<file path="config.mk">
export PLATFORM = sky130hd
export DESIGN_NAME = irq_prio_unit
export DESIGN_NICKNAME = d
export VERILOG_FILES = /design/src/rtl/irq_prio_pkg.sv /design/src/rtl/irq_prio_seq.sv /design/src/rtl/irq_prio_dp.sv /design/src/rtl/irq_prio_unit.sv
export SDC_FILE = /design/constraint.sdc
export NUM_CORES = 1
export LEC_CHECK = 0
export CAP_MARGIN = 20
export CORE_MARGIN = 3
export CORE_UTILIZATION = 41
export DETAILED_ROUTE_END_ITERATION = 10
export GPL_TIMING_DRIVEN = 0
export HOLD_SLACK_MARGIN = 0.1
export SKIP_LAST_GASP = 1
export SLEW_MARGIN = 20
export SYNTH_ARGS = -nofsm -noshare
export SYNTH_HDL_FRONTEND = slang
export SYNTH_SLANG_ARGS = --single-unit
</file>
<file path="constraint.sdc">
create_clock -name clk -period 4.36 [get_ports clk]
set_input_delay 1.09 -clock clk [delete_from_list [all_inputs] [get_ports clk]]
set_output_delay 1.09 -clock clk [all_outputs]
set_load 0.02 [all_outputs]
</file>
<file path="src/rtl/irq_prio_pkg.sv">
package irq_prio_pkg;
  typedef struct packed {
    logic firstAck;
    logic secondAck;
    logic maskWr;
    logic modeWr;
    logic eoiCmd;
  } strobe_t;

  typedef enum logic [1:0] {
    ADDR_MASK = 2'd0,
    ADDR_MODE = 2'd1,
    ADDR_EOI  = 2'd2,
    ADDR_NONE = 2'd3
  } cfg_addr_e;
endpackage

</file>
<file path="src/rtl/irq_prio_seq.sv">
module irq_prio_seq
  import irq_prio_pkg::*;
(
  input  logic       clk,
  input  logic       rstN,
  input  logic       ackPulse,
  input  logic       cfgWe,
  input  logic [1:0] cfgAddr,
  output strobe_t    strb
);
  logic ackPhase;

  always_ff @(posedge clk) begin
    if (!rstN) ackPhase <= 1'b0;
    else if (ackPulse) ackPhase <= ~ackPhase;
  end

  always_comb begin
    strb.firstAck  = ackPulse & ~ackPhase;
    strb.secondAck = ackPulse & ackPhase;
    strb.maskWr    = cfgWe && (cfgAddr == ADDR_MASK);
    strb.modeWr    = cfgWe && (cfgAddr == ADDR_MODE);
    strb.eoiCmd    = cfgWe && (cfgAddr == ADDR_EOI);
  end

  // acknowledge pulses alternate between first and second
  assert_phase_toggles_R7: assert property (@(posedge clk) disable iff (!rstN)
    ackPulse |=> (ackPhase != $past(ackPhase)));
endmodule

</file>
<file path="src/rtl/irq_prio_dp.sv">
module irq_prio_dp
  import irq_prio_pkg::*;
#(
  parameter int LINES  = 8,
  parameter int BASE_W = 5,
  localparam int IDX_W = $clog2(LINES),
  localparam int VEC_W = BASE_W + IDX_W
) (
  input  logic             clk,
  input  logic             rstN,
  input  logic [LINES-1:0] irqIn,
  input  logic [LINES-1:0] cfgData,
  input  strobe_t          strb,
  output logic             intReq,
  output logic [VEC_W-1:0] vecOut,
  output logic             vecValid
);
  logic [LINES-1:0]  irqPrev, irr, isr, imr;
  logic [BASE_W-1:0] vecBase;
  logic              rotEn;
  logic [IDX_W-1:0]  lowPrio, vecIdx, hiLine;
  logic [LINES-1:0]  edgeSet, pending, ackMask, eoiMask;
  logic              winFound, topFound, grant;
  logic [IDX_W-1:0]  winIdx, winRank, topIdx, topRank;

  assign edgeSet = irqIn & ~irqPrev;
  assign pending = irr & ~imr;
  assign hiLine  = (rotEn ? lowPrio : IDX_W'(LINES - 1)) + IDX_W'(1);

  // rank scan starting at the current highest-priority line
  always_comb begin
    winFound = 1'b0; winIdx = '0; winRank = '0;
    topFound = 1'b0; topIdx = '0; topRank = '0;
    for (int k = 0; k < LINES; k++) begin
      if (!winFound && pending[hiLine + IDX_W'(k)]) begin
        winFound = 1'b1;
        winIdx   = hiLine + IDX_W'(k);
        winRank  = IDX_W'(k);
      end
      if (!topFound && isr[hiLine + IDX_W'(k)]) begin
        topFound = 1'b1;
        topIdx   = hiLine + IDX_W'(k);
        topRank  = IDX_W'(k);
      end
    end
  end

  assign intReq  = winFound && (!topFound || (winRank < topRank));
  assign grant   = strb.firstAck && intReq;
  assign ackMask = grant ? (LINES'(1) << winIdx) : '0;
  assign eoiMask = (strb.eoiCmd && topFound) ? (LINES'(1) << topIdx) : '0;

  always_ff @(posedge clk) begin
    if (!rstN) begin
      irqPrev  <= '0;
      irr      <= '0;
      isr      <= '0;
      imr      <= '0;
      vecBase  <= '0;
      rotEn    <= 1'b0;
      lowPrio  <= IDX_W'(LINES - 1);
      vecIdx   <= '0;
      vecOut   <= '0;
      vecValid <= 1'b0;
    end else begin
      irqPrev <= irqIn;
      irr     <= (irr & ~ackMask) | edgeSet;
      isr     <= (isr & ~eoiMask) | ackMask;
      if (strb.maskWr) imr <= cfgData;
      if (strb.modeWr) begin
        vecBase <= cfgData[BASE_W-1:0];
        rotEn   <= cfgData[LINES-1];
        lowPrio <= IDX_W'(LINES - 1);
      end else if (strb.eoiCmd && topFound && rotEn) begin
        lowPrio <= topIdx;
      end
      if (strb.firstAck) vecIdx <= grant ? winIdx : IDX_W'(LINES - 1);
      vecValid <= strb.secondAck;
      if (strb.secondAck) vecOut <= {vecBase, vecIdx};
    end
  end

  assert_edge_captured_R2: assert property (@(posedge clk) disable iff (!rstN)
    (|edgeSet) |=> ((irr & $past(edgeSet)) == $past(edgeSet)));

  assert_masked_silent_R3: assert property (@(posedge clk) disable iff (!rstN)
    intReq |-> !imr[winIdx]);

  assert_grant_in_service_R6: assert property (@(posedge clk) disable iff (!rstN)
    (strb.firstAck && intReq) |=> isr[$past(winIdx)]);

  assert_vec_single_R7: assert property (@(posedge clk) disable iff (!rstN)
    vecValid |=> !vecValid);

  assert_eoi_drops_one_R8: assert property (@(posedge clk) disable iff (!rstN)
    (strb.eoiCmd && !strb.firstAck && (isr != '0))
      |=> (($countones(isr) + 1) == $past($countones(isr))));
endmodule

</file>
<file path="src/rtl/irq_prio_unit.sv">
module irq_prio_unit
  import irq_prio_pkg::*;
#(
  parameter int LINES  = 8,
  parameter int BASE_W = 5,
  localparam int VEC_W = BASE_W + $clog2(LINES)
) (
  input  logic             clk,
  input  logic             rstN,
  input  logic [LINES-1:0] irqIn,
  input  logic             ackPulse,
  input  logic             cfgWe,
  input  logic [1:0]       cfgAddr,
  input  logic [LINES-1:0] cfgData,
  output logic             intReq,
  output logic [VEC_W-1:0] vecOut,
  output logic             vecValid
);
  strobe_t strb;

  irq_prio_seq uSeq (
    .clk(clk), .rstN(rstN), .ackPulse(ackPulse),
    .cfgWe(cfgWe), .cfgAddr(cfgAddr), .strb(strb)
  );

  irq_prio_dp #(.LINES(LINES), .BASE_W(BASE_W)) uDp (
    .clk(clk), .rstN(rstN), .irqIn(irqIn), .cfgData(cfgData), .strb(strb),
    .intReq(intReq), .vecOut(vecOut), .vecValid(vecValid)
  );
endmodule

</file>
==> reports/qor.yml, run 1 <==
outcome: "complete, but fails checks"
failed_checks: "negative setup slack"
setup_slack_ns: -0.1770
dp_hpwl_um: 10290
start_util: 0.4221
async_reset_ff_frac: 0
cts_root_buffer: "clkbuf_8"
total_power_mw: 1.502
path_buf_inv: 6
portBuffers: 30
min_path_type: "reg2reg"
post-route-period-util: 1.041
wire_per_inst_um: 19.88
p_per_area_nw_per_um2: 267.1
slew-limit-headroom: 0.4663
pre_cts_slack_ns: -1.249
drive_gt1_frac: 0.2444
syn_avg_cell_area_um2: 8.664
rsz0062_at_grt: "yes"
skew_ns: 0.004867
grt_usage: 0.2471
grt_max_degree: 18
timing.rr.start: "uDp.rotEn"
criticalPathCategory: "reg2out"
cp_top_family: "multiplexers"
endpoint_kind: "primary output"
drt_first_pass_iters: 7
worst_pin_slew_ns: 0.8006
peakVddDrop_mv: 0.2463
worst-path-max-fanout: 5
grt_pass1_wl_um: 22990
seq_area_frac_synth: 0.2481
synth_edf_count: 0
reg2reg_to: "uDp.irr[5]"
p_leak_nw: 2.090
synth.distinct_cells: 82
drv_slew: 0
clk_pin_slew_ns: 0.09
antenna_found_initial: 0
clock_path_buffers: 2
dieArea_um2: 11900
hold_viol: 0
htreeDepth: 2
cap_violations: 0
reg2reg_depth: 19
whs_path_depth: 2
gr-total-overflow: 0
insertedDiodeCount: 0
core_area_um2: 10320
via_count: 4439
clock_latency_ns: 0.31
required_ns: 3.27
ys_ff_latch: 54
syn_nets: 528
synthCells: 503
fmax_mhz: 220.4
grt_pass1_vias: 4321
drc: 0
nets: 601
cts_tree: "done"
setup_viol: 1
cp_slowest_cell: "mux4_2"
r2r_slack_ns: 0.37
n_fill_cell: 958
syn2layout_area_growth_pct: 29.06
ant_nets: 0
first_iter_violations: 456
hp-start: "uDp.vecOut[1]"
cts_buffers: 5
hold_path_end: "uDp.vecOut[1]"
cts.sinks: 54
cp-start-kind: "flop"
die_w_um: 109.1
globalplace.congestion: 0.9528
crit_path_cell_trace: "nor2b_4 > buf_8 > inv_8 > buf_12 > buf_12 > ha_4 > xnor2_4 > mux4_2 > nor2_4 > inv_2 > o21a_1 > ha_4 > a21oi_4 > o22ai_4 > nor2_4 > buf_6"
synth.cell_area_um2: 4358
min_period_ns: 4.537
slowest_delay_ns: 0.60
rows: 37
synth_flop_cell: "dfxtp_1"
avgViaCountPerCell: 6.226
worst_ep_arrival_time_ns: 3.45
die_h_um: 109.1
holdWs_ns: 0.4674
cts-hold-fix-buffers: 0
wl_um: 14180
ys_warn_count: 0
ios: 32
## worst min-delay path: stages, from the launching register on
cell and delay, ns:
dfxtp_1 0.32, nand2_1 0.05, a21boi_0 0.06
## how the worst max path moves through the flow
| stage | from | to | slack [ns] | depth (start not counted) |
|---|---|---|---|---|
| after global routing | uDp.rotEn | intReq | -0.28 | 16 |
| after floorplan | uDp.rotEn | intReq | 0.003 | 17 |
| after CTS | uDp.rotEn | intReq | -0.21 | 17 |
| final | uDp.rotEn | intReq | -0.18 | 16 |
| after detailed placement | uDp.rotEn | intReq | -1.25 | 19 |
| after global placement | uDp.rotEn | intReq | -1.26 | 20 |
## power by group
group | total [mW] | switching, mW | internal [mW] | leakage (nW)
Clock | 0.339 | 0.168 | 0.171 | 0.0504
Sequential | 0.540 | 0.0192 | 0.521 | 0.442
Combinational | 0.623 | 0.341 | 0.283 | 1.60
Total | 1.50 | 0.528 | 0.974 | 2.09
## sequential cells by signal (all words and copies together) (netlist names), 3 cells and up
| name | cells |
|---|---|
| uDp.irqPrev | 8 |
| uDp.irr | 8 |
| uDp.imr | 8 |
| uDp.lowPrio | 3 |
| uDp.vecIdx | 3 |
| uDp.isr | 8 |
| uDp.vecBase | 5 |
| uDp.vecOut | 8 |
## kinds of logic after synthesis
kind of cell,after synthesis,share of synthesized area
simple gates,193,0.2570
compound gates,139,0.2374
mux,65,0.1901
flops,54,0.2481
buf+inv,45,0.04910
xor+xnor,4,0.009764
fa+ha+maj,3,0.008614
## cell type report
type                            count  area, um2  area share
Timing Repair Buffer               68      600.6      0.1068
Sequential cell                    54       1084      0.1927
Buffer                             35      284.0     0.05050
Tap cell                          136      170.2     0.03026
Clock inverter                      3      45.04    0.008009
Multi-Input combinational cell    404       3334      0.5929
Inverter                            8      37.54    0.006674
Clock buffer                        5      68.82     0.01224
## cells in the final DEF, fill, tap and decap left out, types with 4 or more instances in the layout
cell type,instances
a211oi_1,6
a211oi_2,4
a21boi_0,8
a21oi_1,18
a221oi_1,4
a31oi_1,7
a32o_1,7
and2_1,12
buf_12,4
buf_2,7
buf_4,36
buf_6,7
buf_8,4
clkbuf_1,11
clkbuf_8,5
clkdlybuf4s50_1,29
dfxtp_1,52
inv_1,4
mux2_2,7
mux2i_1,36
mux2i_4,6
mux4_2,11
nand2_1,26
nand2b_1,19
nand3_1,18
nand3b_1,5
nand4_1,7
nand4b_1,5
nor2_1,25
nor2b_1,32
nor3_1,11
nor3b_1,4
o211ai_1,11
o21a_1,4
o21ai_0,19
## cells in the mapped netlist (11+ instances only)
library cell,count,share of area
a21oi_1,20,0.023
nand2_1,27,0.023
mux2i_1,42,0.096
nor2_1,28,0.024
nor3_1,11,0.013
nor2b_1,32,0.046
dfxtp_1,54,0.25
nand3_1,18,0.021
and2_1,13,0.019
o211ai_1,11,0.019
o21ai_0,21,0.024
nand2b_1,21,0.030
clkbuf_1,19,0.016
mux4_2,11,0.057
## per-layer routing
metal	global-route usage	vias to the layer above	routed length, um	share of wire
li1	-	2072	-	-
met1	0.3284	2136	6121	0.43
met2	0.4140	193	6728	0.47
met3	0.03020	38	873	0.062
met4	0.08296	0	455	0.032
met5	0	-	0	0
## through the flow
stage | instance area (um2) | util | setup TNS, ns | cells
after floorplan | 4424 | - | 0 | 503
after global placement | 4895 | 0.4741 | -2.985 | 669
after detailed placement | 4895 | 0.4741 | -3.308 | 669
after CTS | 5455 | 0.5284 | -0.2109 | 700
after global routing | 5624 | 0.5448 | -0.2830 | 713
final | 5624 | 0.5448 | -0.1770 | 713
## what timing repair did
item | CTS | global route
pin swaps | 12 | 18
setup endpoints to repair | 14 | 1
resized for setup | 69 | 20
buffers inserted | 23 | 14
gates cloned | 1 | 0
Note: power is estimated with default switching activity, not from simulation.
==> run 2, diff against run 1 <==
- CELL_PAD_IN_SITES_DETAIL_PLACEMENT: default -> 1
- CELL_PAD_IN_SITES_GLOBAL_PLACEMENT: default -> 2
- CORE_UTILIZATION: 41 -> 33
- PLACE_DENSITY_LB_ADDON: default -> 0.1
- SLEW_MARGIN: 20 -> default
==> reports/qor.yml, run 2 (synthesized netlist as in run 1, its figures left out) <==
grt_pass1_wl_um: 25450  # +11%
min_period_ns: 4.515  # -0.02219 ns
worst_pin_slew_ns: 0.8539  # +0.05331 ns
htreeDepth: 2  # unchanged
drive_gt1_frac: 0.2513  # +0.006923
cts-hold-fix-buffers: 0  # unchanged
portBuffers: 30  # unchanged
globalplace.congestion: 0.8595  # -9.8%
p_seq_frac: 0.346  # -0.013
clk_pin_slew_ns: 0.07  # -0.02 ns
wl_met2_um: 7778  # +16%
net-switching-power_mw: 0.5395  # +2.2%
drc: 0  # unchanged
dpl_cell_area_um2: 4940  # +0.92%
start_util: 0.3412  # -0.08096
layout_commonest_cell: "dfxtp_1"
cts_buffers: 5  # unchanged
dp_cells: 705  # +5.4%
grt_max_degree: 15  # -3
p_leak_nw: 2.117  # +1.3%
hold_viol: 0  # unchanged
comb_power_share: 0.411  # -0.004
stdcell_count: 753  # +5.6%
cts_tree: "done"
clock_power_share: 0.243  # +0.017
endpoint_kind: "primary output"
cap_violations: 0  # unchanged
ant_nets: 0  # unchanged
stdcell_area_um2: 5705  # +1.4%
criticalPathCategory: "reg2out"
p_per_area_nw_per_um2: 273.4  # +2.4%
cts.sinks: 54  # unchanged
min_path_type: "reg2reg"
via_count: 4376  # -1.4%
core_area_um2: 12770  # +24%
cts_root_buffer: "clkbuf_16"
dieArea_um2: 14620  # +23%
avgViaCountPerCell: 5.811  # -6.7%
die_w_um: 120.9  # +11%
final_cell_mix: "dfxtp_1 (51), buf_4 (44), mux2i_1 (37)"
route.met3.wl_um: 682  # -22%
worst_ep_arrival_time_ns: 3.42  # -0.03 ns
worst-path-max-fanout: 8  # +3
setup_slack_ns: -0.1548  # +0.02219 ns
ios: 32  # unchanged
setup_viol: 1  # unchanged
outcome: "complete, but fails checks"
skew_ns: 0.003132  # -0.001735 ns
total_power_mw: 1.560  # +3.9%
die_h_um: 120.9  # +11%
drv_slew: 0  # unchanged
slew-limit-headroom: 0.4307  # -0.03554
met1Wirelength_um: 7500  # +23%
antenna_found_initial: 0  # unchanged
first_iter_violations: 299  # -34%
fmax_mhz: 221.5  # +0.49%
insertedDiodeCount: 0  # unchanged
wire_per_inst_um: 21.51  # +8.2%
peakVddDrop_mv: 0.2294  # -6.9%
p_int_mw: 1.020  # +4.7%
post-route-period-util: 1.036  # -0.005090
routed.top_layer: "met4"
syn2layout_area_growth_pct: 30.92
failed_checks: "negative setup slack"
rows: 41  # +11%
grt_pass1_vias: 4450  # +3.0%
grt_usage: 0.2220  # -0.02518
dp_hpwl_um: 11990  # +17%
required_ns: 3.27  # about the same
switching_share: 0.3459  # -0.005557
rsz0062_at_grt: "yes"
pre_cts_slack_ns: -1.410  # -0.1612 ns
drt_first_pass_iters: 5  # -2
clock_path_buffers: 2  # unchanged
gr-total-overflow: 0  # unchanged
cp-start-kind: "flop"
wl_um: 16200  # +14%
clock_latency_ns: 0.29  # -0.02 ns
nets: 606  # +0.83%
-- run 2: final cells by class --
cell class,instances,area (um2)
fillers,1484,7068
plain buffers,35,295.3
repair buffers,73,628.1
clock buffers,7,132.6
well taps,172,215.2
inverters,8,37.54
multi-input cells,404,3309
flip-flops and latches,54,1087
-- run 2: critical path, stage by stage (launching register included) --
cell and delay, ns:
dfxtp_4 0.36, nor2b_4 0.11, buf_8 0.11, inv_8 0.03
buf_12 0.12, buf_12 0.12, ha_4 0.20, xnor2_4 0.16
buf_8 0.17, a211oi_2 0.21, o211ai_1 0.12, buf_4 0.15
and3_4 0.18, buf_6 0.11, a21oi_4 0.19, ha_4 0.23
nand3b_1 0.12, nor2_2 0.07, nor2_4 0.19, buf_6 0.15
-- run 2: path summary, 6_finish.rpt --
check | from | end | slack, ns | cells after the start
hold / removal | uDp.vecOut[3] | uDp.vecOut[3] | 0.47 | 2
setup / recovery | uDp.lowPrio[0] | intReq | -0.15 | 19
setup reg to reg | uDp.lowPrio[0] | uDp.isr[1] | 0.40 | 17
hold reg to reg | uDp.vecOut[3] | uDp.vecOut[3] | 0.47 | 2
-- run 2: timing repair --
item                       CTS  global route
pin swaps                   15             9
gates resized for setup     72            20
buffers inserted            33            10
setup endpoints to repair   18             1
-- run 2: power by group through the flow --
stage          combinational [mW]  clock, mW  sequential, mW
2_1_floorplan               0.336          0           0.545
6_report                    0.641      0.379           0.540
4_1_cts                     0.613      0.396           0.540
3_3_place_gp                0.490          0           0.550
5_1_grt                     0.687      0.416           0.543
3_5_place_dp                0.498          0           0.551
-- run 2: metal layers --
metal,GRT usage,up-vias
met4,0.05666,0
met1,0.2983,2173
met2,0.3800,120
met3,0.02378,16
li1,-,2067
met5,0,-
-- run 2: stage by stage --
stage / hold slack, ns / utilization / TNS [ns]
5_1_grt: 0.5141 / 0.4467 / -0.2776
3_3_place_gp: 0.4545 / 0.3867 / -5.430
3_5_place_dp: 0.4611 / 0.3867 / -5.774
4_1_cts: 0.4721 / 0.4371 / -0.1967
2_1_floorplan: 0.4518 / - / 0
6_report: 0.4684 / 0.4467 / -0.1548
